--- src/rtl/mcm_pkg.sv ---
// Package for the shift-add constant multiplier.
// It holds the term codes and the elaboration-time recoding function.
// Assumes: coefficients fit in 32-bit int; at most 64 digit positions.
package mcm_pkg;

    // What a single digit position contributes to a product
    typedef enum int {
        TC_NONE = 0,  // no contribution
        TC_XADD = 1,  // + sample << k
        TC_XSUB = 2,  // - sample << k
        TC_PADD = 3,  // + (5*sample) << k   pattern +1 0 +1
        TC_PSUB = 4,  // - (5*sample) << k   pattern -1 0 -1
        TC_MADD = 5,  // + (3*sample) << k   pattern +1 0 -1
        TC_MSUB = 6   // - (3*sample) << k   pattern -1 0 +1
    } term_e;

    // Recode value into signed digits (non-adjacent form), pair digits two
    // apart into shared subexpressions, return the term code at 'pos'.
    function automatic int term_code(input int value, input int ndig, input int pos);
        int dig [0:63];
        bit used [0:63];
        int v;
        int c;
        int code;
        v    = value;
        code = int'(TC_NONE);
        for (int i = 0; i < 64; i++) begin
            dig[i]  = 0;
            used[i] = 1'b0;
        end
        for (int i = 0; i < ndig && i < 64; i++) begin
            if ((v & 1) != 0) begin
                dig[i] = ((v & 3) == 1) ? 1 : -1;
                v      = v - dig[i];
            end
            v = v >>> 1;
        end
        for (int i = 0; i < ndig && i < 64; i++) begin
            if (dig[i] != 0 && !used[i]) begin
                if (i + 2 < ndig && i + 2 < 64 && dig[i+2] != 0) begin
                    used[i+2] = 1'b1;
                    if (dig[i] == 1 && dig[i+2] == 1)       c = int'(TC_PADD);
                    else if (dig[i] == -1 && dig[i+2] == -1) c = int'(TC_PSUB);
                    else if (dig[i+2] == 1)                  c = int'(TC_MADD);
                    else                                     c = int'(TC_MSUB);
                end else begin
                    c = (dig[i] == 1) ? int'(TC_XADD) : int'(TC_XSUB);
                end
                if (i == pos) code = c;
            end
        end
        return code;
    endfunction

endpackage

--- src/rtl/mcm_subexpr_bank.sv ---
// Shared subexpression bank.
// It sign-extends the sample to product width and forms 5*x and 3*x once,
// for use by every coefficient.
// Assumes: PW >= B + 3, so that 5*x cannot wrap.
module mcm_subexpr_bank #(
    parameter int B  = 12,
    parameter int PW = 22
) (
    input  logic [B-1:0]         smp_i,
    output logic signed [PW-1:0] x_ext_o,
    output logic signed [PW-1:0] x5_o,
    output logic signed [PW-1:0] x3_o
);
    localparam int EXTW = PW - B;

    // Widen the sample to full product width, keeping its sign
    always_comb x_ext_o = {{EXTW{smp_i[B-1]}}, smp_i};

    // Shared sums: pattern +1 0 +1 and pattern +1 0 -1
    always_comb begin
        x5_o = (x_ext_o <<< 2) + x_ext_o;
        x3_o = (x_ext_o <<< 2) - x_ext_o;
    end
endmodule

--- src/rtl/mcm_coef_sum.sv ---
// Product for one constant.
// Each digit position selects a term (sample, 5x or 3x, added or
// subtracted) shifted by its position, and the terms are summed.
// Assumes: COEF fits in NDIG-1 signed bits; wrap modulo 2^PW is exact.
module mcm_coef_sum #(
    parameter int PW   = 22,
    parameter int NDIG = 11,
    parameter int COEF = 0
) (
    input  logic signed [PW-1:0] x_ext_i,
    input  logic signed [PW-1:0] x5_i,
    input  logic signed [PW-1:0] x3_i,
    output logic signed [PW-1:0] prod_o
);
    import mcm_pkg::*;

    logic signed [PW-1:0] term [NDIG];

    for (genvar k = 0; k < NDIG; k++) begin : g_dig
        localparam int CODE = term_code(COEF, NDIG, k);
        if (CODE == int'(TC_XADD)) begin : g_xa
            always_comb term[k] = x_ext_i <<< k;             // + x shifted
        end else if (CODE == int'(TC_XSUB)) begin : g_xs
            always_comb term[k] = -(x_ext_i <<< k);          // - x shifted
        end else if (CODE == int'(TC_PADD)) begin : g_pa
            always_comb term[k] = x5_i <<< k;                // + 5x shifted
        end else if (CODE == int'(TC_PSUB)) begin : g_ps
            always_comb term[k] = -(x5_i <<< k);             // - 5x shifted
        end else if (CODE == int'(TC_MADD)) begin : g_ma
            always_comb term[k] = x3_i <<< k;                // + 3x shifted
        end else if (CODE == int'(TC_MSUB)) begin : g_ms
            always_comb term[k] = -(x3_i <<< k);             // - 3x shifted
        end else begin : g_no
            always_comb term[k] = '0;                        // zero digit
        end
    end

    // Sum the selected terms into the product
    always_comb begin
        prod_o = '0;
        for (int k = 0; k < NDIG; k++) prod_o = prod_o + term[k];
    end
endmodule

--- src/rtl/mcm_out_reg.sv ---
// Output register for the product vector and its valid flag.
// It loads only on a valid strobe and clears on synchronous reset.
// Assumes: rst_n is active low and sampled on the rising edge.
module mcm_out_reg #(
    parameter int W = 176
) (
    input  logic         clk,
    input  logic         rst_n,
    input  logic         vld_i,
    input  logic [W-1:0] d_i,
    output logic [W-1:0] q_o,
    output logic         vld_o
);
    // Capture products on valid strobe, otherwise hold
    always_ff @(posedge clk) begin
        if (!rst_n)      q_o <= '0;
        else if (vld_i)  q_o <= d_i;
    end

    // Delay the valid strobe by one cycle
    always_ff @(posedge clk) begin
        if (!rst_n) vld_o <= 1'b0;
        else        vld_o <= vld_i;
    end

    // valid out is the strobe one edge later
    a_r4_valid_latency: assert property (@(posedge clk) disable iff (!rst_n)
        $past(rst_n) |-> (vld_o == $past(vld_i)));

    // no strobe means the products hold
    a_r5_hold_on_idle: assert property (@(posedge clk) disable iff (!rst_n)
        (!vld_i && $past(rst_n)) |=> $stable(q_o));
endmodule

--- src/rtl/shift_add_mcm.sv ---
// Multiplier for a bank of constants, built from shifts and adders.
// One signed sample is multiplied by NCOEF parameter constants using
// recoded signed digits and the shared 5x/3x subexpressions. Products
// are full precision and registered once.
// Assumes: COEFS packs coefficient j at bits [j*CW +: CW], signed.
module shift_add_mcm #(
    parameter int B     = 12,
    parameter int CW    = 10,
    parameter int NCOEF = 8,
    parameter logic [NCOEF*CW-1:0] COEFS = {
        10'(-3), 10'(173), 10'(1), 10'(-93),
        10'(45), 10'(511), 10'(-512), 10'(0)}
) (
    input  logic                      clk,
    input  logic                      rst_n,
    input  logic [B-1:0]              smp_i,
    input  logic                      smp_vld_i,
    output logic [NCOEF*(B+CW)-1:0]   prod_o,
    output logic                      res_vld_o
);
    localparam int PW   = B + CW;
    localparam int NDIG = CW + 1;
    localparam int OW   = NCOEF * PW;

    logic signed [PW-1:0] x_ext, x5, x3;
    logic [OW-1:0]        prod_comb;

    mcm_subexpr_bank #(.B(B), .PW(PW)) bank_i (
        .smp_i   (smp_i),
        .x_ext_o (x_ext),
        .x5_o    (x5),
        .x3_o    (x3)
    );

    for (genvar j = 0; j < NCOEF; j++) begin : g_coef
        localparam logic signed [CW-1:0] CJ  = COEFS[j*CW +: CW];
        localparam int                   CJI = int'(CJ);
        localparam logic signed [PW-1:0] CJX = PW'(CJ);
        logic signed [PW-1:0] p;

        mcm_coef_sum #(.PW(PW), .NDIG(NDIG), .COEF(CJI)) sum_i (
            .x_ext_i (x_ext),
            .x5_i    (x5),
            .x3_i    (x3),
            .prod_o  (p)
        );
        // Place product j in its slot
        always_comb prod_comb[j*PW +: PW] = p;

        // registered product equals behavioural multiply of captured sample
        a_r1_exact_product: assert property (@(posedge clk) disable iff (!rst_n)
            (res_vld_o && $past(rst_n)) |->
            ($signed(prod_o[j*PW +: PW]) == $past(x_ext) * CJX));

        if (CJI == 0) begin : g_zero
            // zero coefficient slot stays zero
            a_r3_zero_slot: assert property (@(posedge clk) disable iff (!rst_n)
                prod_o[j*PW +: PW] == '0);
        end
    end

    mcm_out_reg #(.W(OW)) oreg_i (
        .clk   (clk),
        .rst_n (rst_n),
        .vld_i (smp_vld_i),
        .d_i   (prod_comb),
        .q_o   (prod_o),
        .vld_o (res_vld_o)
    );
endmodule

--- config.mk ---
export PLATFORM = sky130hd
export DESIGN_NAME = shift_add_mcm
export DESIGN_NICKNAME = d
export VERILOG_FILES = /design/src/rtl/mcm_pkg.sv /design/src/rtl/mcm_subexpr_bank.sv /design/src/rtl/mcm_coef_sum.sv /design/src/rtl/mcm_out_reg.sv /design/src/rtl/shift_add_mcm.sv
export SDC_FILE = /design/constraint.sdc
export NUM_CORES = 1
export LEC_CHECK = 0
export BUFFER_PORTS_ARGS = -buffer_cell sky130_fd_sc_hd__clkbuf_2
export CAP_MARGIN = 20
export CORE_UTILIZATION = 56
export DETAILED_ROUTE_END_ITERATION = 16
export PLACE_DENSITY_LB_ADDON = 0.2
export REMOVE_ABC_BUFFERS = 1
export SLEW_MARGIN = 20
export SYNTH_ARGS = -nofsm -noshare
export SYNTH_HDL_FRONTEND = slang
export SYNTH_SLANG_ARGS = --single-unit
--- constraint.sdc ---
create_clock -name clk -period 7 [get_ports clk]
set_input_delay 0.7 -clock clk [delete_from_list [all_inputs] [get_ports clk]]
set_output_delay 0.7 -clock clk [all_outputs]
set_load 0.03 [all_outputs]
==> out/qor.txt <==
==================================================================================================
Portion of total power attributed to combinational logic                                     0.502
Area share of the leading cell type in the synthesized netlist                               0.256
Final Cycle Share                                                                            0.877
Max-slew headroom                                                                            0.316
Post-route core utilization                                                                  0.657
NetSw                                                                                    0.00151 W
Final weighted congestion in routability-driven placement                                    0.920
Total count of max-transition violations in the final report                                     0
Minimum setup slack among reg-to-reg paths                                                 6.21 ns
Warning count from the yosys run                                                                 0
Routed length per placed instance                                                          16.5 um
Maximum level of the CTS H-tree                                                                  4
Fin. Hold Viols                                                                                  0
Switching power share of the total                                                           0.430
Post-synthesis instance total                                                                 1122
Via count of the first global-routing pass                                                    7476
Sinks on Clock Net                                                                             117
Antenna violation net count after detailed routing                                               0
Flops & latches, synth                                                                         117
DRC                                                                                              0
Peak VDD IR                                                                             0.000168 V
Total inserted antenna cells                                                                     0
Syn-to-layout area delta                                                                     14.1%
DR vias                                                                                       8151
Number of hold buffers added after CTS                                                           0
Launching point of the worst reg2reg path                                             oreg_i.q_o[85]
Fillcell total                                                                                1412
# setup viols final                                                                              0
CTS Buf Count                                                                                   17
Critical Path Start Type                                                                input port
Status                                                                                finished clean
Global-route usage over all layers                                                           0.291
Number of iterations in the first detailed-routing pass                                          5
Overflow after GRT                                                                               0
Hold slack final                                                                          0.452 ns
Initial Util                                                                                 0.576
# resized after CTS                                                                              0
Part of the total power dissipated in the clock network                                      0.255
Data required time of the critical path                                                    7.30 ns
Global-route wire length before repair                                                     38.1 mm
Portion of the post-synthesis area used by sequential elements                               0.256
RSZ-0062 raised after global routing                                                         false
Setup TNS                                                                                     0 ns
Pin count of the biggest net entering global routing                                            72
Sort of element at the end of the critical path                                               flop
Number of top-level pins                                                                       192
Wirelength, routed                                                                         24.3 mm
Number of antenna violations at the first check in global routing                                0
Max Freq                                                                                 0.163 GHz
Post-layout net count                                                                         1357
Clock transition time at the flip-flop clock pins of the worst setup and hold paths        0.06 ns
Row Count                                                                                       46
Core Area                                                                              15900 sq um
Clock period minus final worst setup slack                                                 6.14 ns
Height of the die                                                                           130 um
Critical path destination                                                             oreg_i.q_o[153]
Port Buf Inserts                                                                               160
Placed wire-length estimate                                                                18.3 mm
Design internal power                                                                    0.00200 W
Setup CP Type                                                                            in -> reg
Primary flip-flop cell chosen by synthesis mapping                                    sky130_fd_sc_hd__dfxtp_1
Buffers inserted by post-CTS timing repair                                                       0
Power per cell area                                                                    336 nW/um^2
Start point of the critical path                                                          smp_i[1]
Synth area leaders                                                                    sky130_fd_sc_hd__dfxtp_1 (26%), sky130_fd_sc_hd__ha_1 (12%), sky130_fd_sc_hd__xnor2_1 (5.6%), sky130_fd_sc_hd__nor2_1 (5.4%), sky130_fd_sc_hd__buf_4 (4.9%)
Maximum capacitance violations                                                                   0
Syn avg cell area                                                                       8.15 sq um
Power, Total                                                                             0.00351 W
Share of async-settable or async-resettable flops after synthesis                                0
Area of placed instances                                                                9820 sq um
Die span in x                                                                               130 um
Drt via density                                                                               5.54
Maximum net fanout on the critical path                                                          8
EDFF count, synth                                                                                0
HP Class                                                                                reg -> reg
Sequential cell area                                                                    2340 sq um
Data arrival at the endpoint of the critical path                                          6.43 ns
Transition time of the tightest slew-check pin                                             1.01 ns
Overall die area                                                                       16800 sq um
Clock insertion delay at the later pin of the skew report                                  0.42 ns
Worst Reg2Reg Path Length in Cells                                                               3
Mapped Area                                                                             9150 sq um
Fraction of final layout cells sized beyond drive strength 1                                 0.184
1st-iter DRT viols                                                                             506
CTS root buf                                                                          sky130_fd_sc_hd__clkbuf_16
CTS tree                                                                                      done
Number of buffers on the longest clock path                                                      2
Worst r2r dst                                                                         oreg_i.q_o[85]
Number of distinct standard cells referenced by the synthesized netlist                         77
Area used by multi-input combinational logic                                            6000 sq um
Sequential cell fraction of total power                                                      0.243
Area leader, netlist                                                                  sky130_fd_sc_hd__dfxtp_1
Clock skew after layout                                                                       0 ns
Leakage power total                                                                        4.99 nW
Post-route standard cell area excluding fillers                                        10400 sq um
==================================================================================================
## logic make-up (layout without fill, tap and decap cells)
group	count (synthesis)	after routing	synth area share
adder cells (fa/ha/maj)	99	99	0.147
flip-flops	117	117	0.256
AO/OA/AOI/OAI	250	250	0.186
other	1	31	0.000410
multiplexers	44	44	0.0482
XOR/XNOR	86	86	0.0824
buffers and inverters	180	283	0.101
AND/OR/NAND/NOR	345	345	0.179
## cells in the mapped netlist (12+ instances only)
| library cell | n |
|---|---|
| sky130_fd_sc_hd__nand2_1 | 81 |
| sky130_fd_sc_hd__a21o_1 | 21 |
| sky130_fd_sc_hd__buf_4 | 60 |
| sky130_fd_sc_hd__a21oi_1 | 64 |
| sky130_fd_sc_hd__o21ai_0 | 48 |
| sky130_fd_sc_hd__a211oi_1 | 16 |
| sky130_fd_sc_hd__nor3_1 | 22 |
| sky130_fd_sc_hd__o21a_1 | 12 |
| sky130_fd_sc_hd__dfxtp_1 | 117 |
| sky130_fd_sc_hd__fa_1 | 14 |
| sky130_fd_sc_hd__ha_1 | 85 |
| sky130_fd_sc_hd__inv_1 | 68 |
| sky130_fd_sc_hd__nand3_1 | 23 |
| sky130_fd_sc_hd__o21bai_1 | 12 |
| sky130_fd_sc_hd__clkbuf_1 | 30 |
| sky130_fd_sc_hd__mux2i_1 | 44 |
| sky130_fd_sc_hd__xor2_1 | 28 |
| sky130_fd_sc_hd__nor2_1 | 131 |
| sky130_fd_sc_hd__xnor2_1 | 58 |
## through the flow
| stage | worst slack (ns) | cells |
|---|---|---|
| 5_1_grt | 0.507 | 1471 |
| 4_1_cts | 0.939 | 1470 |
| 3_5_place_dp | 0.521 | 1439 |
| 6_report | 0.863 | 1471 |
| 3_3_place_gp | 0.678 | 1439 |
| 2_1_floorplan | 0.784 | 1045 |
## worst min-delay path by stage
| stage | from | endpoint | slack, ns | depth (start not counted) |
|---|---|---|---|---|
| after CTS | oreg_i.q_o[175] | oreg_i.q_o[175] | 0.45 | 1 |
| final | oreg_i.q_o[169] | oreg_i.q_o[169] | 0.45 | 1 |
| after global placement | oreg_i.q_o[175] | oreg_i.q_o[175] | 0.43 | 1 |
| after floorplan | oreg_i.q_o[153] | oreg_i.q_o[153] | 0.57 | 2 |
| after global routing | oreg_i.q_o[150] | oreg_i.q_o[150] | 0.47 | 2 |
| after detailed placement | oreg_i.q_o[175] | oreg_i.q_o[175] | 0.44 | 1 |
## per-layer routing
layer / vias to the layer above / track usage / part of all wire
met5: - / 0 / 0
met4: 0 / 0.102 / 0.026
met3: 42 / 0.0443 / 0.049
met2: 294 / 0.484 / 0.46
met1: 3744 / 0.383 / 0.47
li1: 4071 / - / -
## cell type report
type / instances / share of cell area
Multi-Input combinational cell: 855 / 0.575
Tap cell: 216 / 0.0259
Clock inverter: 10 / 0.0125
Timing Repair Buffer: 179 / 0.0919
Inverter: 73 / 0.0263
Clock buffer: 21 / 0.0441
Sequential cell: 117 / 0.224
## cell usage in the layout (no fill, tap or decap), types with 22 or more instances in the layout
cell type                  instances
sky130_fd_sc_hd__clkbuf_2        159
sky130_fd_sc_hd__nor2_1          130
sky130_fd_sc_hd__dfxtp_1         117
sky130_fd_sc_hd__ha_1             85
sky130_fd_sc_hd__nand2_1          81
sky130_fd_sc_hd__inv_1            68
sky130_fd_sc_hd__a21oi_1          64
sky130_fd_sc_hd__xnor2_1          58
sky130_fd_sc_hd__o21ai_0          48
sky130_fd_sc_hd__mux2i_1          44
sky130_fd_sc_hd__conb_1           31
sky130_fd_sc_hd__xor2_1           28
sky130_fd_sc_hd__nand3_1          23
sky130_fd_sc_hd__nor3_1           22
## power groups by stage
stage          registers, W  clock network, W  logic [W]
6_report           0.000853          0.000896    0.00176
5_1_grt            0.000867          0.000927    0.00193
4_1_cts            0.000853          0.000897    0.00175
3_5_place_dp       0.000866                 0    0.00174
3_3_place_gp       0.000864                 0    0.00172
2_1_floorplan       0.00112                 0    0.00103
## sequential cells by signal, indices dropped and copies added, names as in the netlist
signal        cells
oreg_i.q_o      116
oreg_i.vld_o      1
## worst max-delay path, cell delays in order
cell and delay [ns]:
sky130_fd_sc_hd__clkbuf_2 0.21, sky130_fd_sc_hd__inv_1 0.16, sky130_fd_sc_hd__ha_1 0.35, sky130_fd_sc_hd__a211o_4 0.43, sky130_fd_sc_hd__a2111oi_4 0.31, sky130_fd_sc_hd__nor4b_1 0.13
sky130_fd_sc_hd__a211oi_4 0.34, sky130_fd_sc_hd__inv_2 0.09, sky130_fd_sc_hd__or3_4 0.43, sky130_fd_sc_hd__or4_1 0.64, sky130_fd_sc_hd__xnor2_1 0.36, sky130_fd_sc_hd__fa_1 0.48
sky130_fd_sc_hd__ha_1 0.27, sky130_fd_sc_hd__nor4_1 0.25, sky130_fd_sc_hd__o21ai_0 0.13, sky130_fd_sc_hd__a2bb2oi_1 0.16, sky130_fd_sc_hd__nor2_1 0.07, sky130_fd_sc_hd__o41ai_1 0.44
sky130_fd_sc_hd__o21ai_0 0.21, sky130_fd_sc_hd__xnor2_1 0.19, sky130_fd_sc_hd__o21ai_1 0.07
Power figures use the tool's default switching activity.
